**src/rtl/uotd_pkg.sv**
```systemverilog
package uotd_pkg;
  typedef enum logic [3:0] {
    S_IDLE,
    S_CODE_RQ,
    S_CODE_RSP,
    S_T0_RQ,
    S_T0_RSP,
    S_T1_RQ,
    S_T1_RSP,
    S_X_RQ,
    S_X_RSP,
    S_TAG_WR,
    S_VAL_WR,
    S_DONE,
    S_ERR
  } seq_state_t;

  localparam int MAX_OPERANDS = 2;
endpackage

```
**src/rtl/uotd_byte_pick.sv**
```systemverilog
module uotd_byte_pick #(
  parameter int DW = 16,
  localparam int BW = DW / 2
) (
  input  logic [DW-1:0] word_i,
  input  logic          odd_i,
  output logic [BW-1:0] byte_o
);
  // even byte address sits in the upper half of the word
  assign byte_o = odd_i ? word_i[BW-1:0] : word_i[DW-1:BW];
endmodule

```
**src/rtl/uotd_operand_build.sv**
```systemverilog
module uotd_operand_build #(
  parameter int DW = 16,
  localparam int BW = DW / 2
) (
  input  logic [DW-1:0] w0_i,
  input  logic [DW-1:0] w1_i,
  input  logic          pc_odd_i,
  input  logic          two_i,
  output logic [DW-1:0] value_o
);
  logic [BW-1:0] first_b;
  logic [BW-1:0] second_b;
  logic [DW-1:0] first_src;

  // byte at PC+1: low half of w0 for an even PC, high half of w1 for an odd PC
  assign first_src = pc_odd_i ? w1_i : w0_i;

  uotd_byte_pick #(.DW(DW)) pick_first_i (
    .word_i (first_src),
    .odd_i  (~pc_odd_i),
    .byte_o (first_b)
  );

  // byte at PC+2 always lives in w1
  uotd_byte_pick #(.DW(DW)) pick_second_i (
    .word_i (w1_i),
    .odd_i  (pc_odd_i),
    .byte_o (second_b)
  );

  assign value_o = two_i ? {first_b, second_b} : {{BW{1'b0}}, first_b};
endmodule

```
**src/rtl/uotd_seq.sv**
```systemverilog
module uotd_seq
  import uotd_pkg::*;
#(
  parameter int AW = 15,
  parameter int DW = 16,
  parameter int SW = 16,
  parameter logic [DW-1:0] SMALL_TAG = 16'h000E,
  localparam int PCW  = AW + 1,
  localparam int BW   = DW / 2,
  localparam int TPAD = AW - BW - 1
) (
  input  logic           clk,
  input  logic           rst_n,
  input  logic           trap_valid,
  output logic           trap_ready,
  input  logic [PCW-1:0] trap_pc,
  input  logic [SW-1:0]  trap_tos,
  output logic           rd_valid,
  input  logic           rd_ready,
  output logic           rd_sel,
  output logic [AW-1:0]  rd_addr,
  input  logic           rsp_valid,
  input  logic [DW-1:0]  rsp_data,
  output logic           wr_valid,
  input  logic           wr_ready,
  output logic [SW-1:0]  wr_addr,
  output logic [DW-1:0]  wr_data,
  input  logic [BW-1:0]  opcode_i,
  input  logic [DW-1:0]  operand_i,
  output logic [DW-1:0]  w0_o,
  output logic [DW-1:0]  w1_o,
  output logic           pc_odd_o,
  output logic           two_o,
  output logic           done,
  output logic [DW-1:0]  fn_index,
  output logic [BW-1:0]  arg_count,
  output logic [PCW-1:0] ret_pc,
  output logic [SW-1:0]  new_tos,
  output logic           err
);
  seq_state_t     state_q;
  logic [PCW-1:0] pc_q;
  logic [SW-1:0]  tos_q;
  logic [DW-1:0]  w0_q;
  logic [DW-1:0]  w1_q;
  logic [DW-1:0]  fn_q;
  logic [BW-1:0]  arg_q;
  logic [1:0]     nops_q;

  logic [BW-1:0]  cnt_field;
  logic           cnt_bad;
  logic           cnt_zero;
  logic           need_x;
  logic [AW-1:0]  code_word;

  assign cnt_field = rsp_data[DW-1:BW];
  assign cnt_bad   = cnt_field > BW'(MAX_OPERANDS);
  assign cnt_zero  = cnt_field == '0;
  // second word needed when any operand byte lands past the first word
  assign need_x    = pc_q[0] ? !cnt_zero : (cnt_field == BW'(2));
  assign code_word = pc_q[PCW-1:1];

  always_ff @(posedge clk) begin
    if (!rst_n) begin
      state_q <= S_IDLE;
      pc_q    <= '0;
      tos_q   <= '0;
      w0_q    <= '0;
      w1_q    <= '0;
      fn_q    <= '0;
      arg_q   <= '0;
      nops_q  <= '0;
    end else begin
      case (state_q)
        S_IDLE: if (trap_valid) begin
          pc_q    <= trap_pc;
          tos_q   <= trap_tos;
          w1_q    <= '0;
          state_q <= S_CODE_RQ;
        end
        S_CODE_RQ:  if (rd_ready) state_q <= S_CODE_RSP;
        S_CODE_RSP: if (rsp_valid) begin
          w0_q    <= rsp_data;
          state_q <= S_T0_RQ;
        end
        S_T0_RQ:    if (rd_ready) state_q <= S_T0_RSP;
        S_T0_RSP:   if (rsp_valid) begin
          fn_q    <= rsp_data;
          state_q <= S_T1_RQ;
        end
        S_T1_RQ:    if (rd_ready) state_q <= S_T1_RSP;
        S_T1_RSP:   if (rsp_valid) begin
          arg_q  <= rsp_data[BW-1:0];
          nops_q <= cnt_field[1:0];
          if (cnt_bad)       state_q <= S_ERR;
          else if (cnt_zero) state_q <= S_DONE;
          else if (need_x)   state_q <= S_X_RQ;
          else               state_q <= S_TAG_WR;
        end
        S_X_RQ:     if (rd_ready) state_q <= S_X_RSP;
        S_X_RSP:    if (rsp_valid) begin
          w1_q    <= rsp_data;
          state_q <= S_TAG_WR;
        end
        S_TAG_WR:   if (wr_ready) state_q <= S_VAL_WR;
        S_VAL_WR:   if (wr_ready) state_q <= S_DONE;
        S_DONE:     state_q <= S_IDLE;
        S_ERR:      state_q <= S_IDLE;
        default:    state_q <= S_IDLE;
      endcase
    end
  end

  always_comb begin
    rd_valid = 1'b0;
    rd_sel   = 1'b0;
    rd_addr  = code_word;
    case (state_q)
      S_CODE_RQ: rd_valid = 1'b1;
      S_T0_RQ: begin
        rd_valid = 1'b1;
        rd_sel   = 1'b1;
        rd_addr  = {{TPAD{1'b0}}, opcode_i, 1'b0};
      end
      S_T1_RQ: begin
        rd_valid = 1'b1;
        rd_sel   = 1'b1;
        rd_addr  = {{TPAD{1'b0}}, opcode_i, 1'b1};
      end
      S_X_RQ: begin
        rd_valid = 1'b1;
        rd_addr  = code_word + AW'(1);
      end
      default: ;
    endcase
  end

  assign wr_valid   = (state_q == S_TAG_WR) || (state_q == S_VAL_WR);
  assign wr_addr    = (state_q == S_VAL_WR) ? tos_q + SW'(1) : tos_q;
  assign wr_data    = (state_q == S_VAL_WR) ? operand_i : SMALL_TAG;

  assign trap_ready = state_q == S_IDLE;
  assign done       = state_q == S_DONE;
  assign err        = state_q == S_ERR;
  assign fn_index   = fn_q;
  assign arg_count  = arg_q;
  assign ret_pc     = pc_q + PCW'(1) + PCW'(nops_q);
  assign new_tos    = (nops_q != 2'd0) ? tos_q + SW'(2) : tos_q;

  assign w0_o     = w0_q;
  assign w1_o     = w1_q;
  assign pc_odd_o = pc_q[0];
  assign two_o    = nops_q == 2'd2;
endmodule

```
**src/rtl/uotd_dispatch.sv**
```systemverilog
module uotd_dispatch #(
  parameter int AW = 15,
  parameter int DW = 16,
  parameter int SW = 16,
  parameter logic [DW-1:0] SMALL_TAG = 16'h000E,
  localparam int PCW = AW + 1,
  localparam int BW  = DW / 2
) (
  input  logic           clk,
  input  logic           rst_n,
  input  logic           trap_valid,
  output logic           trap_ready,
  input  logic [PCW-1:0] trap_pc,
  input  logic [SW-1:0]  trap_tos,
  output logic           rd_valid,
  input  logic           rd_ready,
  output logic           rd_sel,
  output logic [AW-1:0]  rd_addr,
  input  logic           rsp_valid,
  input  logic [DW-1:0]  rsp_data,
  output logic           wr_valid,
  input  logic           wr_ready,
  output logic [SW-1:0]  wr_addr,
  output logic [DW-1:0]  wr_data,
  output logic           done,
  output logic [DW-1:0]  fn_index,
  output logic [BW-1:0]  arg_count,
  output logic [PCW-1:0] ret_pc,
  output logic [SW-1:0]  new_tos,
  output logic           err
);
  logic [DW-1:0] w0;
  logic [DW-1:0] w1;
  logic          pc_odd;
  logic          two;
  logic [BW-1:0] opcode;
  logic [DW-1:0] operand;

  uotd_byte_pick #(.DW(DW)) op_pick_i (
    .word_i (w0),
    .odd_i  (pc_odd),
    .byte_o (opcode)
  );

  uotd_operand_build #(.DW(DW)) operand_i (
    .w0_i     (w0),
    .w1_i     (w1),
    .pc_odd_i (pc_odd),
    .two_i    (two),
    .value_o  (operand)
  );

  uotd_seq #(.AW(AW), .DW(DW), .SW(SW), .SMALL_TAG(SMALL_TAG)) seq_i (
    .clk        (clk),
    .rst_n      (rst_n),
    .trap_valid (trap_valid),
    .trap_ready (trap_ready),
    .trap_pc    (trap_pc),
    .trap_tos   (trap_tos),
    .rd_valid   (rd_valid),
    .rd_ready   (rd_ready),
    .rd_sel     (rd_sel),
    .rd_addr    (rd_addr),
    .rsp_valid  (rsp_valid),
    .rsp_data   (rsp_data),
    .wr_valid   (wr_valid),
    .wr_ready   (wr_ready),
    .wr_addr    (wr_addr),
    .wr_data    (wr_data),
    .opcode_i   (opcode),
    .operand_i  (operand),
    .w0_o       (w0),
    .w1_o       (w1),
    .pc_odd_o   (pc_odd),
    .two_o      (two),
    .done       (done),
    .fn_index   (fn_index),
    .arg_count  (arg_count),
    .ret_pc     (ret_pc),
    .new_tos    (new_tos),
    .err        (err)
  );
endmodule

```
**config.mk**
```make
export PLATFORM = sky130hd
export DESIGN_NAME = uotd_dispatch
export DESIGN_NICKNAME = d
export VERILOG_FILES = /design/src/rtl/uotd_pkg.sv /design/src/rtl/uotd_byte_pick.sv /design/src/rtl/uotd_operand_build.sv /design/src/rtl/uotd_seq.sv /design/src/rtl/uotd_dispatch.sv
export SDC_FILE = /design/constraint.sdc
export NUM_CORES = 1
export LEC_CHECK = 0
export BUFFER_PORTS_ARGS = -buffer_cell sky130_fd_sc_hd__buf_2
export CAP_MARGIN = 25
export CORE_UTILIZATION = 23
export CTS_BUF_LIST = sky130_fd_sc_hd__clkbuf_8 sky130_fd_sc_hd__clkbuf_16
export CTS_CLUSTER_SIZE = 14
export DETAILED_ROUTE_END_ITERATION = 7
export GPL_TIMING_DRIVEN = 1
export PLACE_DENSITY_LB_ADDON = 0.05
export SETUP_SLACK_MARGIN = 0.2
export SLEW_MARGIN = 20
export SYNTH_ARGS = -nofsm -noshare
export SYNTH_HDL_FRONTEND = slang
export SYNTH_SLANG_ARGS = --single-unit
```
**constraint.sdc**
```tcl
create_clock -name clk -period 3.9 [get_ports clk]
set_input_delay 0.78 -clock clk [delete_from_list [all_inputs] [get_ports clk]]
set_output_delay 0.78 -clock clk [all_outputs]
set_load 0.01 [all_outputs]
```
==> results.toml, run 1 <==
[outcome]
run_status = "completed"

[grt]
grt_max_degree = 43
grt_use_total_pct = 16.3
grt_pass1_wl_mm = 30.5
grt_pass1_vias = 5360
antenna_found_initial = 0
grt_overflow_total = 0

[critical_path]
reg2reg_setup_slack_ns = 1.82
path_max_fanout = 28
crit_type = "reg -> out"
endpoint_kind = "primary output"
worst_setup_path_start_kind = "register"
worstPathRequired_ns = 3.12
worstPathArrival_ns = 2.57

[flow_run]
drv_cap = 0

[synthesis]
syn_nets = 807
ys_types = 60
yosys_most_used_dff = "dfxtp_1"
synth-seq-area-share_pct = 34.0
synth_edf_count = 0
yosysWarnings = 0
async_reset_ff_share_pct = 0
syn_inst = 747
synth_area_sq_um = 5540
avgSynthCellArea_sq_um = 7.42
yosys_register_bits = 94

[route]
via_per_inst = 4.67
drc = 0
vias = 5570
drtIter0Drc = 281
dr.pass1.iters = 5
antenna_left = 0
routedWlPerCell_um = 16.9
routed_wl_mm = 20.2

[floorplan]
num_rows = 56
dieArea_sq_um = 24700
start_util_pct = 23.5
fp.dieH_um = 157
io_pins = 163
coreArea_sq_um = 23500
die_w_um = 157

[timing]
final_hold_viol_count = 0
setup_viol = 0
rsz0062_at_grt = "false"
slew_violations = 0
finalCriticalPeriod_ns = 3.35
tightest_slew_ns = 0.775
post-route-period-util_pct = 85.8
fin_skew_ns = 0.00815
setup_tns_ns = 0
hold_ws_ns = 0.454
slew_headroom_pct = 48.3
fmax_ghz = 0.299

[cts]
clk_pin_slew_ns = 0.07
cts_resized = 0
htree_num_levels = 3
cts_root_buf = "clkbuf_16"
post-cts-setup-buffers = 0
cts_sinks = 94
ctsHoldBuffers = 0
cts-buffers-inserted = 9
cts_tree = "done"
clock_latency_ns = 0.36
clk_path_buf_depth = 2

[power]
p_sw_mw = 1.49
power_frac_clock_pct = 26.6
powerDensity_nw_per_um2 = 523
p_leak_nw = 2.77
p_int_mw = 2.09
ir_drop_mv = 0.197
p_sw_share_pct = 41.7
seqPwrFrac_pct = 35.4
p_comb_share_pct = 38.0

[final_layout]
layout-drive-gt1-share_pct = 24.1
final_nets = 928
area_growth_pct = 23.5
antenna_cells = 0

[placement]
dp_hpwl_mm = 14.6
port_buffers = 162
routabilityCongestion = 0.761

[worst_hold_path]
hp-class = "reg -> reg"
cell usage in the layout (no fill, tap or decap), types with 3 or more instances in the layout:
| cell | synthesis | routed |
|---|---|---|
| buf_4 | 5 | 12 |
| ha_1 | 5 | 5 |
| and2_1 | 5 | 6 |
| or3_1 | 9 | 9 |
| a222oi_1 | 5 | 5 |
| and4_1 | 5 | 5 |
| and3_1 | 7 | 7 |
| dfxtp_1 | 94 | 94 |
| nor2_4 | 3 | 3 |
| nor2b_1 | 4 | 4 |
| xor2_1 | 15 | 15 |
| nor3_1 | 10 | 10 |
| nand4_1 | 15 | 15 |
| a21o_1 | 3 | 3 |
| a31oi_1 | 10 | 10 |
| nand2b_1 | 9 | 9 |
| mux2i_1 | 26 | 26 |
| nand2_1 | 176 | 176 |
| a21oi_1 | 105 | 105 |
| o21ai_0 | 17 | 17 |
| or2_2 | 5 | 5 |
| o22ai_1 | 7 | 7 |
| inv_1 | 9 | 8 |
| nor2_1 | 39 | 39 |
| buf_2 | 22 | 162 |
| xnor2_1 | 29 | 29 |
| nor4_1 | 3 | 3 |
| clkbuf_16 | 0 | 9 |
| mux2_2 | 4 | 4 |
| nand3_1 | 29 | 29 |
synthesized netlist by cell type, types with 10 or more instances:
master,instances,area share [%]
nand4_1,15,1.7
o21ai_0,17,1.5
buf_2,22,2.0
a21oi_1,105,9.5
nand3_1,29,2.6
mux2i_1,26,4.7
a31oi_1,10,1.1
dfxtp_1,94,34
nor3_1,10,0.90
xor2_1,15,2.4
xnor2_1,29,4.6
nand2_1,176,12
clkbuf_1,33,2.2
nor2_1,39,2.6
critical path: stages (launching register included):
cell	delay, ns
dfxtp_1	0.83
nand2b_1	0.24
inv_1	0.17
buf_4	0.31
o21ai_0	0.21
o21a_1	0.14
o22a_1	0.18
buf_2	0.14
power by group through the flow:
stage          sequential, mW  clock (mW)  combinational, mW
5_1_grt                  1.30        1.03               1.51
2_1_floorplan            1.17           0               1.03
6_report                 1.27       0.951               1.36
3_5_place_dp             1.29           0               1.38
4_1_cts                  1.27       0.995               1.38
3_3_place_gp             1.29           0               1.37
routing by layer:
| metal | track usage, % | share of wire [%] | routed length (um) |
|---|---|---|---|
| met5 | 0 | 0 | 0 |
| met4 | 4.16 | 1.3 | 269 |
| met3 | 2.89 | 4.4 | 896 |
| met2 | 27.8 | 48 | 9620 |
| met1 | 21.0 | 47 | 9380 |
through the flow:
stage                     util (%)  power (mW)  instances  area (sq um)  setup WS [ns]
after global placement        27.8        2.65       1176          6540           1.00
final                         29.1        3.58       1192          6850          0.553
after floorplan                  -        2.21        747          5540           1.47
after global routing          29.1        3.84       1192          6850          0.348
after CTS                     29.1        3.65       1192          6850          0.558
after detailed placement      27.8        2.67       1176          6540          0.933
layout make-up:
cell class | instances | area, sq um
Fill cell | 2660 | 16700
Multi-Input combinational cell | 580 | 3320
Sequential cell | 94 | 1880
Timing Repair Buffer | 174 | 901
Tap cell | 319 | 399
Clock buffer | 9 | 225
Clock inverter | 7 | 80.1
Inverter | 9 | 33.8
sequential cells by signal, summed over array words and instances (netlist names):
name             flops
seq_i.state_q        4
seq_i.arg_count      8
seq_i.nops_q         2
seq_i.fn_index      16
seq_i.tos_q         16
seq_i.w0_o          16
seq_i.w1_o          16
seq_i.pc_q          16
path summary, 6_finish.rpt:
kind | startpoint | endpoint | depth (start not counted)
max | seq_i.state_q[0] | rd_addr[8] | 7
max reg2reg | seq_i.state_q[0] | seq_i.arg_count[2] | 4
min reg2reg | seq_i.fn_index[2] | seq_i.fn_index[2] | 2
min | seq_i.fn_index[2] | seq_i.fn_index[2] | 2
cell families (layout without fill, tap and decap cells):
logic type | Yosys count | after routing | synth area share [%]
buffers and inverters | 73 | 199 | 6.07
flip-flops | 94 | 94 | 34.0
AO/OA/AOI/OAI | 169 | 169 | 17.7
adder cells (fa/ha/maj) | 6 | 6 | 1.49
XOR/XNOR | 44 | 44 | 6.95
AND/OR/NAND/NOR | 331 | 331 | 28.3
multiplexers | 30 | 30 | 5.51
No activity file was read; power rests on OpenSTA's default activity.
==> run 2: changes to the inputs <==
PLACE_DENSITY_LB_ADDON = not set   (was 0.05)
clock period = 3.36 ns   (was 3.9 ns; I/O delays follow)
==> run 2 against run 1 <==
Compared with the run above:
- count of clock-buffer cells in the layout unchanged
- largest cell class unchanged
- largest power group unchanged
- critical endpoint is now rd_addr[2]
- worst hold slack better by 0.00057 ns
- clock power up 11%
==> results.toml, run 2 (same netlist as run 1, synthesis figures left out) <==
[floorplan]
coreArea_sq_um = 23500
dieArea_sq_um = 24700
num_rows = 56
io_pins = 163
fp.dieH_um = 157
start_util_pct = 23.5
die_w_um = 157

[route]
drc = 0
via_per_inst = 4.72
antenna_left = 0
routed_wl_mm = 18.6
dr.pass1.iters = 5
routedWlPerCell_um = 15.5
drtIter0Drc = 435
vias = 5647

[placement]
dp_hpwl_mm = 13.5
routabilityCongestion = 0.829
port_buffers = 162
place_ws_ns = 0.552

[grt]
antenna_found_initial = 0
grt_max_degree = 94
grt_overflow_total = 0
grt_use_total_pct = 15.0
grt_pass1_vias = 5247
grt_pass1_wl_mm = 28.7

[outcome]
run_status = "completed"

[critical_path]
crit_cells = 7
worst_setup_path_start_kind = "register"
reg2reg_from = "seq_i.state_q[2]"
reg2reg_to = "seq_i.fn_index[4]"
crit_type = "reg -> out"
critical-path-top-delay-family = "buffers and inverters"
max_stage_delay_ns = 0.50
reg2reg_setup_slack_ns = 1.37
worstPathCellList = "nand2b_1 > clkinvlp_4 > buf_4 > a31oi_1 > o22ai_1 > a21oi_1 > buf_2"
cp-endpoint = "rd_addr[2]"
crit_start = "seq_i.state_q[3]"
worst-path-buf-inv = 3
reg2reg_depth = 5
worstPathRequired_ns = 2.69
path_max_fanout = 16
endpoint_kind = "primary output"
crit_slowest_cell = "dfxtp_2"
worstPathArrival_ns = 2.32

[timing]
fin_skew_ns = 0.00809
setup_tns_ns = 0
rsz0062_at_grt = "false"
finalCriticalPeriod_ns = 2.99
worst_slack_ns = 0.368
tightest_slew_ns = 0.677
slew_headroom_pct = 54.8
setup_viol = 0
slew_violations = 0
final_hold_viol_count = 0
fmax_ghz = 0.334
hold_ws_ns = 0.454
post-route-period-util_pct = 89.1

[final_layout]
layout-drive-gt1-share_pct = 24.9
seqCellArea_sq_um = 1880
area_growth_pct = 24.7
antenna_cells = 0
final_common_cell = "nand2_1"
fillers = 2596
multi_input_area_sq_um = 3330
final_cell_mix = "nand2_1 (176), buf_2 (162), a21oi_1 (105)"
final_nets = 933

[cts]
cts_sinks = 94
htree_num_levels = 3
cts_tree = "done"
clock_latency_ns = 0.36
clk_path_buf_depth = 2
cts_root_buf = "clkbuf_16"
ctsHoldBuffers = 0
clk_pin_slew_ns = 0.08
cts-buffers-inserted = 9

[power]
p_leak_nw = 2.79
seqPwrFrac_pct = 34.6
power_frac_clock_pct = 25.7
p_sw_share_pct = 42.1
p_comb_share_pct = 39.7
p_sw_mw = 1.74
ir_drop_mv = 0.238
powerDensity_nw_per_um2 = 599
p_int_mw = 2.39

[worst_hold_path]
hp-class = "reg -> reg"

[flow_run]
drv_cap = 0
[run 2: changes by cell type in the layout (fill, tap and decap cells not counted)]
cell,previous run,this run
buf_12,0,1
dfxtp_1,94,92
buf_4,12,15
nor4_1,3,2
inv_6,2,3
inv_1,8,7
clkinv_2,1,0
bufinv_16,1,0
clkinvlp_2,0,1
clkinv_8,0,3
nor4_2,0,1
dfxtp_2,0,2
clkinv_4,1,0
[run 2: per-stage QoR]
stage	instances	area, sq um	util (%)	power, mW
finish	1197	6910	29.4	4.14
CTS	1194	6890	29.3	4.16
global route	1197	6910	29.4	4.42
global placement	1178	6570	27.9	3.06
floorplan	747	5540	-	2.56
detailed placement	1178	6570	27.9	3.08
[run 2: power by group through the flow]
| stage | sequential (mW) | clock, mW | combinational (mW) |
|---|---|---|---|
| global route | 1.46 | 1.14 | 1.82 |
| CTS | 1.43 | 1.10 | 1.63 |
| floorplan | 1.36 | 0 | 1.20 |
| detailed placement | 1.46 | 0 | 1.62 |
| finish | 1.43 | 1.06 | 1.64 |
| global placement | 1.45 | 0 | 1.61 |
[run 2: worst register-to-register path, cell delays in order (launching register included)]
cell,delay [ns]
dfxtp_1,0.32
buf_4,0.31
nor2b_1,0.41
nand2_1,0.52
nand2_1,0.23
a21oi_1,0.09
[run 2: layout make-up]
type | instances | share of cell area (%)
Multi-Input combinational cell | 580 | 48.2
Clock buffer | 9 | 3.26
Tap cell | 319 | 5.77
Timing Repair Buffer | 178 | 13.6
Inverter | 9 | 0.543
Sequential cell | 94 | 27.3
Clock inverter | 7 | 1.25
Timing Repair inverter | 1 | 0.0724
[run 2: layer usage]
layer | track usage, % | vias up | part of all wire [%]
met4 | 3.47 | 0 | 1.1
met5 | 0 | - | 0
met3 | 3.52 | 15 | 6.4
met1 | 19.5 | 2619 | 46
met2 | 25.1 | 178 | 46
li1 | - | 2835 | -
[run 2: how the worst min path moves through the flow]
stage	start	endpoint	slack, ns	cells past startpoint
final	seq_i.w1_o[6]	seq_i.w1_o[6]	0.45	2
after global routing	seq_i.w1_o[4]	seq_i.w1_o[4]	0.47	2
after CTS	seq_i.w1_o[6]	seq_i.w1_o[6]	0.46	2
after detailed placement	seq_i.w1_o[6]	seq_i.w1_o[6]	0.44	2
after global placement	seq_i.w1_o[7]	seq_i.w1_o[7]	0.44	2
after floorplan	seq_i.w1_o[4]	seq_i.w1_o[4]	0.43	2
[run 2: what timing repair did]
action / 4_1_cts / 5_1_grt
gates cloned: 0 / 1
resized for setup: 2 / 2
setup endpoints to repair: 4 / 16
buffers inserted: 0 / 2
==> run 3: changes to the inputs <==
CTS_BUF_LIST = sky130_fd_sc_hd__clkbuf_8   (was sky130_fd_sc_hd__clkbuf_8 sky130_fd_sc_hd__clkbuf_16)
==> run 3 against run 2 <==
Compared with the run above:
- cell area down 1.3%
- non-clock buffer count unchanged
- sequential cell count unchanged
- first-iteration DRC count down 2.1%
- fmax up 0.99%
- total power down 6.1%
- die area unchanged
==> results.toml, run 3 (same netlist as run 1, synthesis figures left out) <==
[grt]
grt_pass1_wl_mm = 28.7
antenna_found_initial = 0
grt_pass1_vias = 5240
grt_overflow_total = 0
grt_use_total_pct = 15.0
grt_max_degree = 94

[cts]
htree_num_levels = 3
cts_root_buf = "clkbuf_8"
clk_path_buf_depth = 2
cts-buffers-inserted = 9
cts_sinks = 94
clock_latency_ns = 0.39
clk_pin_slew_ns = 0.12
cts_tree = "done"
ctsHoldBuffers = 0

[placement]
dp_hpwl_mm = 13.5
place_area_sq_um = 6570
routabilityCongestion = 0.829
place_inst = 1178
port_buffers = 162

[floorplan]
start_util_pct = 23.5
coreArea_sq_um = 23500
num_rows = 56
dieArea_sq_um = 24700
fp.dieH_um = 157
die_w_um = 157
io_pins = 163

[route]
drc = 0
dr.pass1.iters = 5
drtIter0Drc = 426
vias = 5644
routedWlPerCell_um = 15.6
antenna_left = 0
routed_wl_mm = 18.7
via_per_inst = 4.72

[final_layout]
layout-drive-gt1-share_pct = 25.2
antenna_cells = 0
area_growth_pct = 23.0
final_cell_mix = "nand2_1 (176), buf_2 (162), a21oi_1 (105)"
seqCellArea_sq_um = 1890
final_nets = 933
layoutNonFillerInstCount = 1197
final_common_cell = "nand2_1"
multi_input_area_sq_um = 3330
fillers = 2611
design_area_sq_um = 6820

[timing]
slew_violations = 0
post-route-period-util_pct = 88.2
tightest_slew_ns = 0.660
fin_skew_ns = 0.0114
slew_headroom_pct = 55.9
fmax_ghz = 0.337
final_hold_viol_count = 0
setup_viol = 0
finalCriticalPeriod_ns = 2.96
rsz0062_at_grt = "false"
setup_tns_ns = 0

[critical_path]
worstPathArrival_ns = 2.29
worst_setup_path_start_kind = "register"
worstPathCellList = "and3_1 > nand4_1 > or4_1 > a21oi_1 > buf_2"
reg2reg_setup_slack_ns = 1.40
path_max_fanout = 8
max_stage_delay_ns = 0.55
worstPathRequired_ns = 2.69
endpoint_kind = "primary output"
crit_slowest_cell = "or4_1"
crit_type = "reg -> out"

[flow_run]
drv_cap = 0

[outcome]
run_status = "completed"

[power]
powerDensity_nw_per_um2 = 570
p_leak_nw = 2.75
ir_drop_mv = 0.238

[worst_hold_path]
hp-class = "reg -> reg"
-- run 3: metrics by stage --
stage	power, mW	hold WS, ns	util, %	setup slack (ns)
4_1_cts	3.90	0.461	28.8	0.198
5_1_grt	4.17	0.471	29.0	0.213
3_5_place_dp	3.08	0.444	27.9	0.552
2_1_floorplan	2.56	0.431	-	1.04
6_report	3.88	0.459	29.0	0.397
3_3_place_gp	3.06	0.440	27.9	0.566
-- run 3: cell type report --
| cell class | count | share of cell area [%] |
|---|---|---|
| multi-input cells | 580 | 48.9 |
| flip-flops and latches | 94 | 27.7 |
| repair buffers | 178 | 13.8 |
| well taps | 319 | 5.85 |
| clock buffers | 9 | 1.82 |
| clock inverters | 7 | 1.27 |
| inverters | 9 | 0.550 |
| repair inverters | 1 | 0.110 |
-- run 3: path summary, 6_finish.rpt --
path / endpoint / cells past startpoint / from
setup / recovery: rd_addr[13] / 5 / seq_i.pc_q[7]
setup reg to reg: seq_i.fn_index[4] / 5 / seq_i.state_q[2]
hold / removal: seq_i.fn_index[15] / 2 / seq_i.fn_index[15]
hold reg to reg: seq_i.fn_index[15] / 2 / seq_i.fn_index[15]
-- run 3: per-layer routing --
layer  global-route usage, %  vias up  wire [um]
met1                    19.5     2635       8740
li1                        -     2829          -
met5                       0        -          0
met2                    25.0      163       8620
met3                    3.52       17       1120
met4                    3.61        0        221
-- run 3: critical path: cells and delay by family (launching register included) --
kind | cells | cell delay [ns]
buffers and inverters | 1 | 0.14
and+or+nand+nor | 3 | 1.10
AOI/OAI and AO/OA | 1 | 0.15
DFF | 1 | 0.51
-- run 3: timing repair --
action | 4_1_cts | 5_1_grt
resized for setup | 2 | 6
buffers inserted | 0 | 2
pin swaps | 0 | 1
cloned | 0 | 1
endpoints found under the setup margin | 5 | 19
endpoints found under the hold margin | 0 | 0
-- run 3: power by group --
group          switching [mW]  total (mW)  internal (mW)
sequential              0.187        1.43           1.25
clock                   0.506       0.807          0.301
combinational            1.03        1.65          0.617
